## src/rtl/tlb_pkg.sv

```systemverilog
package tlb_pkg;

    // Occupancy of the translation array, steering where a fill lands.
    typedef enum logic [1:0] {
        OCC_EMPTY   = 2'd0,
        OCC_PARTIAL = 2'd1,
        OCC_FULL    = 2'd2
    } occ_e;

    // Maintenance action decoded for the current cycle.
    typedef enum logic [2:0] {
        MNT_IDLE       = 3'd0,
        MNT_FLUSH      = 3'd1,
        MNT_FILL       = 3'd2,
        MNT_INVAL      = 3'd3,
        MNT_FILL_INVAL = 3'd4
    } mnt_e;

endpackage

```

## src/rtl/tlb_cam.sv

```systemverilog
// Parallel tag compare: one match bit per entry, gated by its valid bit.
module tlb_cam #(
    parameter int ENTRIES = 16,
    parameter int VPN_W   = 20
) (
    input  logic [ENTRIES-1:0][VPN_W-1:0] tags_i,
    input  logic [ENTRIES-1:0]            valid_i,
    input  logic [VPN_W-1:0]              key_i,
    output logic [ENTRIES-1:0]            match_o
);
    for (genvar g = 0; g < ENTRIES; g++) begin : g_cmp
        assign match_o[g] = valid_i[g] && (tags_i[g] == key_i);
    end
endmodule

```

## src/rtl/tlb_enc.sv

```systemverilog
// One-hot to binary index; an all-zero input yields index zero.
module tlb_enc #(
    parameter int ENTRIES = 16,
    localparam int IW     = $clog2(ENTRIES)
) (
    input  logic [ENTRIES-1:0] oh_i,
    output logic [IW-1:0]      idx_o
);
    always_comb begin
        idx_o = '0;
        for (int i = 0; i < ENTRIES; i++) begin
            if (oh_i[i]) begin
                idx_o = idx_o | IW'(i);
            end
        end
    end
endmodule

```

## src/rtl/tlb_lru.sv

```systemverilog
// True LRU by per-entry ages. Ages stay a permutation of 0..ENTRIES-1.
// Age 0 is most recent, age ENTRIES-1 is the victim.
module tlb_lru #(
    parameter int ENTRIES = 16,
    localparam int IW     = $clog2(ENTRIES)
) (
    input  logic               clk_i,
    input  logic               rst_ni,
    input  logic               touch_a_en_i,
    input  logic [IW-1:0]      touch_a_idx_i,
    input  logic               touch_b_en_i,
    input  logic [IW-1:0]      touch_b_idx_i,
    output logic [ENTRIES-1:0] victim_oh_o
);
    typedef logic [ENTRIES-1:0][IW-1:0] age_t;

    age_t age_q, age_d;

    function automatic age_t promote(input age_t a, input logic [IW-1:0] k);
        age_t r;
        r = a;
        for (int i = 0; i < ENTRIES; i++) begin
            if (a[i] < a[k]) begin
                r[i] = a[i] + 1'b1;
            end
        end
        r[k] = '0;
        return r;
    endfunction

    always_comb begin
        age_d = age_q;
        if (touch_a_en_i) begin
            age_d = promote(age_d, touch_a_idx_i);
        end
        if (touch_b_en_i) begin
            age_d = promote(age_d, touch_b_idx_i);
        end
    end

    always_ff @(posedge clk_i or negedge rst_ni) begin
        if (!rst_ni) begin
            for (int i = 0; i < ENTRIES; i++) begin
                age_q[i] <= IW'(i);
            end
        end else begin
            age_q <= age_d;
        end
    end

    for (genvar g = 0; g < ENTRIES; g++) begin : g_vic
        assign victim_oh_o[g] = (age_q[g] == IW'(ENTRIES - 1));
    end
endmodule

```

## src/rtl/tlb_alloc.sv

```systemverilog
// Chooses the slot for a new VPN: lowest free slot, or the LRU victim when full.
module tlb_alloc
    import tlb_pkg::*;
#(
    parameter int ENTRIES = 16,
    localparam int IW     = $clog2(ENTRIES)
) (
    input  occ_e               occ_i,
    input  logic [ENTRIES-1:0] valid_i,
    input  logic [IW-1:0]      victim_idx_i,
    output logic [IW-1:0]      slot_o
);
    logic [IW-1:0] free_idx;

    always_comb begin
        free_idx = '0;
        for (int i = ENTRIES - 1; i >= 0; i--) begin
            if (!valid_i[i]) begin
                free_idx = IW'(i);
            end
        end
    end

    always_comb begin
        unique case (occ_i)
            OCC_EMPTY:   slot_o = '0;
            OCC_PARTIAL: slot_o = free_idx;
            OCC_FULL:    slot_o = victim_idx_i;
            default:     slot_o = victim_idx_i;
        endcase
    end
endmodule

```

## src/rtl/tlb_fa.sv

```systemverilog
module tlb_fa
    import tlb_pkg::*;
#(
    parameter int ENTRIES = 16,
    parameter int VPN_W   = 20,
    parameter int OFF_W   = 12,
    parameter int PTE_W   = 32
) (
    input  logic             clk_i,
    input  logic             rst_ni,
    input  logic             lk_valid_i,
    input  logic [VPN_W-1:0] lk_vpn_i,
    input  logic [OFF_W-1:0] lk_offset_i,
    output logic             lk_hit_o,
    output logic [PTE_W-1:0] lk_pte_o,
    output logic [PTE_W-1:0] lk_paddr_o,
    input  logic             fill_valid_i,
    input  logic [VPN_W-1:0] fill_vpn_i,
    input  logic [PTE_W-1:0] fill_pte_i,
    input  logic             inv_valid_i,
    input  logic [VPN_W-1:0] inv_vpn_i,
    input  logic             flush_i
);
    localparam int IW    = $clog2(ENTRIES);
    localparam int PFN_W = PTE_W - OFF_W;

    // Storage
    logic [ENTRIES-1:0][VPN_W-1:0] vpn_q;
    logic [ENTRIES-1:0][PTE_W-1:0] pte_q;
    logic [ENTRIES-1:0]            valid_q, valid_d;
    occ_e                          occ_q, occ_d;

    // Compare and select
    logic [ENTRIES-1:0] lk_match, fill_match, inv_match, fill_sel;
    logic [ENTRIES-1:0] lru_victim_oh;
    logic [IW-1:0]      lk_idx, fill_hit_idx, victim_idx, alloc_idx, fill_slot;
    logic               fill_we;
    mnt_e               mnt;

    tlb_cam #(.ENTRIES(ENTRIES), .VPN_W(VPN_W)) u_cam_lk (
        .tags_i(vpn_q), .valid_i(valid_q), .key_i(lk_vpn_i), .match_o(lk_match)
    );
    tlb_cam #(.ENTRIES(ENTRIES), .VPN_W(VPN_W)) u_cam_fill (
        .tags_i(vpn_q), .valid_i(valid_q), .key_i(fill_vpn_i), .match_o(fill_match)
    );
    tlb_cam #(.ENTRIES(ENTRIES), .VPN_W(VPN_W)) u_cam_inv (
        .tags_i(vpn_q), .valid_i(valid_q), .key_i(inv_vpn_i), .match_o(inv_match)
    );

    tlb_enc #(.ENTRIES(ENTRIES)) u_enc_lk   (.oh_i(lk_match),      .idx_o(lk_idx));
    tlb_enc #(.ENTRIES(ENTRIES)) u_enc_fill (.oh_i(fill_match),    .idx_o(fill_hit_idx));
    tlb_enc #(.ENTRIES(ENTRIES)) u_enc_vic  (.oh_i(lru_victim_oh), .idx_o(victim_idx));

    tlb_alloc #(.ENTRIES(ENTRIES)) u_alloc (
        .occ_i       (occ_q),
        .valid_i     (valid_q),
        .victim_idx_i(victim_idx),
        .slot_o      (alloc_idx)
    );

    // Maintenance decode: flush dominates every other action.
    always_comb begin
        if (flush_i)                         mnt = MNT_FLUSH;
        else if (fill_valid_i && inv_valid_i) mnt = MNT_FILL_INVAL;
        else if (fill_valid_i)               mnt = MNT_FILL;
        else if (inv_valid_i)                mnt = MNT_INVAL;
        else                                 mnt = MNT_IDLE;
    end

    assign fill_we   = (mnt == MNT_FILL) || (mnt == MNT_FILL_INVAL);
    assign fill_slot = (|fill_match) ? fill_hit_idx : alloc_idx;

    for (genvar g = 0; g < ENTRIES; g++) begin : g_sel
        assign fill_sel[g] = fill_we && (fill_slot == IW'(g));
    end

    // Next valid vector; a filled slot overrides an invalidate of its old tag.
    always_comb begin
        unique case (mnt)
            MNT_FLUSH:      valid_d = '0;
            MNT_FILL:       valid_d = valid_q | fill_sel;
            MNT_INVAL:      valid_d = valid_q & ~inv_match;
            MNT_FILL_INVAL: valid_d = (valid_q & ~inv_match) | fill_sel;
            MNT_IDLE:       valid_d = valid_q;
            default:        valid_d = valid_q;
        endcase
    end

    // Occupancy next state
    always_comb begin
        if (valid_d == '0)   occ_d = OCC_EMPTY;
        else if (&valid_d)   occ_d = OCC_FULL;
        else                 occ_d = OCC_PARTIAL;
    end

    // State register
    always_ff @(posedge clk_i or negedge rst_ni) begin
        if (!rst_ni) begin
            occ_q   <= OCC_EMPTY;
            valid_q <= '0;
        end else begin
            occ_q   <= occ_d;
            valid_q <= valid_d;
        end
    end

    // Tag and PTE storage (no reset needed; guarded by valid bits)
    always_ff @(posedge clk_i) begin
        if (fill_we) begin
            vpn_q[fill_slot] <= fill_vpn_i;
            pte_q[fill_slot] <= fill_pte_i;
        end
    end

    // Recency: lookup hit first, then the fill, so a fill ends up newest.
    tlb_lru #(.ENTRIES(ENTRIES)) u_lru (
        .clk_i        (clk_i),
        .rst_ni       (rst_ni),
        .touch_a_en_i (lk_hit_o),
        .touch_a_idx_i(lk_idx),
        .touch_b_en_i (fill_we),
        .touch_b_idx_i(fill_slot),
        .victim_oh_o  (lru_victim_oh)
    );

    // Lookup outputs
    always_comb begin
        logic [PTE_W-1:0] pte_sel;
        pte_sel = '0;
        for (int i = 0; i < ENTRIES; i++) begin
            if (lk_match[i]) begin
                pte_sel = pte_sel | pte_q[i];
            end
        end
        lk_hit_o = lk_valid_i && (|lk_match);
        if (lk_hit_o) begin
            lk_pte_o   = pte_sel;
            lk_paddr_o = {pte_sel[PTE_W-1 -: PFN_W], lk_offset_i};
        end else begin
            lk_pte_o   = '0;
            lk_paddr_o = '0;
        end
    end
endmodule

```

## config.mk

```make
export PLATFORM = sky130hd
export DESIGN_NAME = tlb_fa
export DESIGN_NICKNAME = d
export VERILOG_FILES = /design/src/rtl/tlb_pkg.sv /design/src/rtl/tlb_cam.sv /design/src/rtl/tlb_enc.sv /design/src/rtl/tlb_lru.sv /design/src/rtl/tlb_alloc.sv /design/src/rtl/tlb_fa.sv
export SDC_FILE = /design/constraint.sdc
export NUM_CORES = 2
export LEC_CHECK = 0
export BUFFER_PORTS_ARGS = -buffer_cell sky130_fd_sc_hd__buf_2
export CAP_MARGIN = 20
export CORE_ASPECT_RATIO = 0.9
export CORE_MARGIN = 3
export CORE_UTILIZATION = 63
export DETAILED_ROUTE_END_ITERATION = 10
export PLACE_DENSITY_LB_ADDON = 0.08
export SLEW_MARGIN = 20
export SYNTH_ARGS = -nofsm -noshare
export SYNTH_HDL_FRONTEND = slang
export SYNTH_SLANG_ARGS = --single-unit
```

## constraint.sdc

```tcl
create_clock -name clk_i -period 12.5 [get_ports clk_i]
set_clock_uncertainty 0.15 [all_clocks]
set_input_delay 0.625 -clock clk_i [delete_from_list [all_inputs] [get_ports clk_i]]
set_output_delay 0.625 -clock clk_i [all_outputs]
set_load 0.01 [all_outputs]
```

Word-level counts from Yosys, hierarchy flattened
Cells that the tools add are included. W data, S select, Z words.

Register bits after elaboration: 914. Output and inout port bits: 65. Bits of input ports: 110. Word-level logic and storage cells: 467.

Add/subtract/negate cells: 32. Eq/ne operators: 83. Muxes and demuxes: 168. Reduce and logical (&&, ||, !) cells: 75. Bitwise operators: 23. Order comparisons: 36.

Operators by type and width (count): $eq A20 B20 Y1 (48); $mux W32 (19); $bwmux W512 (1); $or A32 B32 Y32 (15); $mux W4 (109); $bwmux W320 (1); $add A4 B1 Y4 const B (32); $and A64 B64 Y64 (2); $demux W32 S4 (1); $lt A4 B4 Y1 (32); $mux W64 (2); $not A64 Y64 (2); $eq A4 B4 Y1 const B (23); $demux W20 S4 (1); $logic_and A1 B1 Y1 (68); $pmux W16 S4 (1); $mux W3 (14); $bmux W4 S4 (2); $demux W4 S4 (2); $or A16 B16 Y16 (2); $reduce_or A16 Y1 (2); $mux W2 (10); $mux W20 (1); $and A16 B16 Y16 (1); 17 further kinds (26).

Logic depth before layout (Yosys ltp)
Word-level depth: 34. Depth in mapped cells: 36. Depth with buffers taken out: 31.

Hierarchy
A second synthesis with hierarchy kept.

Cell total of the unflattened synthesis: 4159. Area total of the unflattened synthesis: 51396.8 µm².

By module, submodules not included: tlb_fa (cells each 1439, seq. area each 25434.4 µm², area each 29756.0 µm², times used 1); tlb_cam (cells each 472, seq. area each 0.0 µm², area each 3823.7 µm², times used 3); tlb_lru (cells each 1236, seq. area each 1641.6 µm², area each 9763.1 µm², times used 1); tlb_alloc (cells each 35, seq. area each 0.0 µm², area each 211.5 µm², times used 1); tlb_enc (cells each 11, seq. area each 0.0 µm², area each 65.1 µm², times used 3).

Worst setup path before layout
OpenSTA, ideal clock, no wires.

Path kind: input to register. Start point: input port lk_vpn_i[1]. End point: register u_lru.age_q[3] in the netlist's numbering. Buffers on the path: 5. Setup time: 0.245 ns. Arrival time: 8.765 ns. Setup slack: 3.340 ns. Required time: 12.105 ns. Cell stages on the path: 32. Path through: buf_6 buf_6 xor2_1 or4_1 nor4_1 and4_1 clkbuf_1 nor4_1 nand2_1 clkbuf_1 clkbuf_1 nand3_1 nand3_1 o21ai_0 o21ai_0 ha_1 o21a_1 o21ai_0 nor2_1 or4b_2 xor2_1 nor2_1 o22ai_1 nor4_1 nand4_1 ha_1 a21o_1 a211oi_1 nand2_1 nor4b_1 xnor2_1 nor2_1.

RTL lines: start, declared (line tlb_fa.sv:12) `input logic [VPN_W-1:0] lk_vpn_i,`; end signal, assigned by index (line tlb_lru.sv:44) `age_q[i] <= IW'(i);`; end signal, assigned (line tlb_lru.sv:47) `age_q <= age_d;`; end, declared (line tlb_lru.sv:17) `age_t age_q, age_d;`.

==> results.sh <==
export IMPL_status="finished clean"
export IMPL_design_portCount=175
export IMPL_post_drt_via_cell_ratio=7.33
export IMPL_cell_repeated_most_along_the_worst_path="nor2_1"
export IMPL_first_iter_violations=6521
export IMPL_synth_cell_type_count=91
export IMPL_syn_mean_instance_area_um2=11.8
export IMPL_power_internal_mw=5.72
export IMPL_synthFlopType="edfxtp_1"
export IMPL_design_final_nets=4749
export IMPL_peakVddDrop_mv=0.157
export IMPL_hold_path_startpoint="fill_vpn_i[17]"
export IMPL_fraction_of_power_consumed_by_the_clock_network_pct=34.5
export IMPL_min_delay_path_depth=1
export IMPL_tritoncts_num_buffers=91
export IMPL_crit_family="simple AND/OR/NAND/NOR gates"
export IMPL_global_route_peak_usage_layer="met1"
export IMPL_fp_dieArea_um2=85800
export IMPL_number_of_global_route_vias_before_repair=38600
export IMPL_critPathArrivalTime_ns=10.61
export IMPL_final_total_negative_setup_slack_ns=0
export IMPL_detail_route_antenna_nets=0
export IMPL_synth_warning_count=0
export IMPL_reg2reg_depth=30
export IMPL_use_met3_pct=13.8
export IMPL_die_boundary_width_um=308
export IMPL_wl_per_cell_um=33.3
export IMPL_power_density_nw_per_um2=144
export IMPL_detailroute_via_count=41400
export IMPL_fillerInstances=5805
export IMPL_cts_max_level=3
export IMPL_holdPathEnd="vpn_q[317]$_DFFE_PP_"
export IMPL_worst_r2r_startpoint="vpn_q[311]$_DFFE_PP_"
export IMPL_seqPwrFrac_pct=44.3
export IMPL_critical_path_required_ns=12.88
export IMPL_crit_path_start="lk_vpn_i[0]"
export IMPL_rows=99
export IMPL_clk_insertion_delay_late_ns=0.69
export IMPL_switching_share_pct=30.2
export IMPL_critPathSlowestCell="o21ai_2"
export IMPL_yosysSeqAreaShare_pct=52.2
export IMPL_drt_drc=0
export IMPL_groute_layer_met1_usage_pct=61.5
export IMPL_cts_root_to_sink_buffers=3
export IMPL_initial_core_util_pct=63.8
export IMPL_layout_setup_ws_ns=2.26
export IMPL_cts_repair_resized=0
export IMPL_min_delay_path_class="in -> reg"
export IMPL_worst_setup_path_type="in -> reg"
export IMPL_setup_violations=0
export IMPL_areaGrowthSynthToFinish_pct=9.63
export IMPL_numClockSinks=914
export IMPL_setup_reg_to_reg_worst_slack_ns=2.41
export IMPL_synth_cell_area_um2=51800
export IMPL_yosys_area_top_type="edfxtp_1"
export IMPL_final_period_minus_worst_setup_slack_ns=10.24
export IMPL_hpwl_mm=119
export IMPL_path_buf_inv=3
export IMPL_maximum_fanout_along_the_worst_path=21
export IMPL_max_slew_violations=0
export IMPL_crit_end_category="flip-flop"
export IMPL_final_cell_count_no_fill=5649
export IMPL_power_static_leakage_nw=18.7
export IMPL_root_buf_cell="clkbuf_16"
export IMPL_grt_first_pass_wirelength_mm=268
export IMPL_place_inst=5474
export IMPL_ys_ff_latch=914
export IMPL_synth_top_cells_by_area="edfxtp_1 (48%), xnor2_1 (11%), xor2_1 (5.6%)"
export IMPL_max_slew_margin_rel_pct=23.4
export IMPL_grt_util_met2_pct=60.0
export IMPL_antenna_found_initial=8
export IMPL_fp_dieH_um=278
export IMPL_global_route_usage_total_pct=43.1
export IMPL_unrepaired_setup_endpoints_after_global_routing="no"
export IMPL_maximum_number_of_pins_on_one_net_before_global_route_repair=59
export IMPL_post_route_period_util_pct=81.9
export IMPL_netlist_instances=4406
export IMPL_combinationalPowerShare_pct=21.2
export IMPL_report_final_hold_viol_count=0
export IMPL_synth_async_reset_ratio_pct=8.97
export IMPL_global_route_overflow_total=0
export IMPL_mappedNetlistNets=4646
export IMPL_core_um2=81300
export IMPL_total_switching_power_mw=2.48
export IMPL_post_synth_edffs=832
export IMPL_max_stage_delay_ns=0.92
export IMPL_count_of_input_and_output_buffers=174
export IMPL_tritoncts="done"
export IMPL_drt_first_pass_iters=7
export IMPL_critPathLaunchType="input pin"
export IMPL_preCtsSetupSlack_ns=1.98
export IMPL_max_clock_freq_mhz=97.7
export IMPL_post_detailed_routing_wire_length_mm=188
export IMPL_drive_above_1_share_pct=11.3
export IMPL_synth_top_cell_area_share_pct=48.2
export IMPL_place_congestion=1.06
export IMPL_r2r_end="u_lru.age_q[19]$_DFF_PN0_"
export IMPL_cap_viol_max_count=0
export IMPL_max_slew_worst_pin_slew_ns=1.15
export IMPL_cts_clk_slew_worst_paths_ns=0.06
-- worst max-delay path by stage --
stage,slack (ns),cells after the start,to
floorplan,3.34,32,u_lru.age_q[3]$_DFF_PN0_
global placement,2.16,32,u_lru.age_q[19]$_DFF_PN0_
detailed placement,1.98,32,u_lru.age_q[19]$_DFF_PN0_
CTS,2.70,32,u_lru.age_q[19]$_DFF_PN0_
global route,1.91,32,u_lru.age_q[19]$_DFF_PN0_
finish,2.26,31,u_lru.age_q[19]$_DFF_PN0_
-- cells by family after synthesis --
group           count (synthesis)  synth area share [%]
simple gates                 1286                  14.0
xor+xnor                      997                  16.8
flops                         914                  52.2
compound gates                739                  10.6
buf+inv                       324                  2.81
fa+ha+maj                     130                  3.14
mux                            16                 0.352
-- per-stage QoR --
| stage | total power, mW | utilization (%) | hold WS [ns] | area, um^2 |
|---|---|---|---|---|
| floorplan | 4.83 | - | 0.179 | 51800 |
| CTS | 8.15 | 69.9 | 0.0868 | 56800 |
| global placement | 5.33 | 66.1 | 0.475 | 53700 |
| detailed placement | 5.36 | 66.1 | 0.479 | 53700 |
| global route | 8.51 | 69.9 | 0.0941 | 56800 |
| finish | 8.20 | 69.9 | 0.118 | 56800 |
-- routing by layer --
metal | vias up | routed length (um) | share of wire, %
li1 | 17100 | - | -
met1 | 20100 | 71300 | 38
met2 | 3518 | 76700 | 41
met3 | 679 | 30000 | 16
met4 | 10 | 10300 | 5.5
met5 | - | 63 | 0.033
-- cells in the final DEF (no fill, tap or decap), types with 20 or more instances in the layout --
master | Yosys | final
a22o_1 | 134 | 134
inv_1 | 65 | 65
clkbuf_16 | 0 | 92
nand3_1 | 162 | 162
o21ai_0 | 107 | 105
a21oi_1 | 85 | 85
nor4_1 | 165 | 165
a41oi_1 | 35 | 35
nor2_1 | 130 | 119
dfstp_2 | 32 | 32
clkbuf_1 | 172 | 20
buf_2 | 24 | 173
a31oi_1 | 37 | 37
nor3b_1 | 40 | 40
a211oi_1 | 22 | 22
a221oi_1 | 128 | 128
and3_1 | 36 | 34
or4_1 | 26 | 26
ha_1 | 130 | 130
edfxtp_1 | 832 | 832
and2_1 | 29 | 27
nor3_1 | 88 | 85
nand4_1 | 259 | 259
dfrtp_1 | 50 | 50
o21a_1 | 33 | 33
buf_4 | 42 | 93
xor2_1 | 331 | 331
a21o_1 | 43 | 43
nand2_1 | 193 | 193
xnor2_1 | 666 | 666
-- registers in the layout, indices dropped and copies added (netlist names) --
name         count
occ_q            2
pte_q          512
u_lru.age_q     64
vpn_q          320
valid_q         16
-- cell type report --
class / instances / area, um^2 / area share, %
diodes: 5 / 12.5 / 0.0220
clock inverters: 54 / 673 / 1.18
repair buffers: 268 / 1580 / 2.79
well taps: 1060 / 1330 / 2.33
flip-flops and latches: 914 / 27100 / 47.6
multi-input cells: 3168 / 23500 / 41.4
inverters: 66 / 248 / 0.436
clock buffers: 114 / 2400 / 4.23
-- synth_stat cells (8+ instances only) --
library cell,n
o21a_1,33
or3_1,16
a221oi_1,128
o211ai_1,14
xnor2_1,666
inv_1,65
nand3_1,162
o21ai_0,107
a211oi_1,22
buf_4,42
o31ai_1,13
a21oi_1,85
nor2b_1,13
or4_1,26
ha_1,130
nand4_1,259
a21o_1,43
dfrtp_1,50
nor3_1,88
buf_2,24
edfxtp_1,832
nand3b_1,9
nand2_1,193
nand2b_1,18
and3_1,36
dfstp_2,32
nor3b_1,40
or2_2,19
nor4_1,165
a22oi_1,14
nor2_1,130
nand4b_1,19
a41oi_1,35
clkbuf_1,172
nor4b_1,10
or4b_1,8
and4_1,25
a31oi_1,37
a22o_1,134
buf_1,13
and2_1,29
xor2_1,331
-- power groups by stage --
stage / clock network [mW] / logic, mW / registers, mW
after floorplan: 0 / 1.22 / 3.62
final: 2.83 / 1.74 / 3.63
after CTS: 2.84 / 1.69 / 3.62
after global placement: 0 / 1.64 / 3.69
after detailed placement: 0 / 1.68 / 3.68
after global routing: 2.95 / 1.92 / 3.64
-- what timing repair did --
item	in CTS	in global routing
buffers inserted	0	0
endpoints found under the hold margin	24	0
hold buffers	2	0
Power figures use the tool's default switching activity.
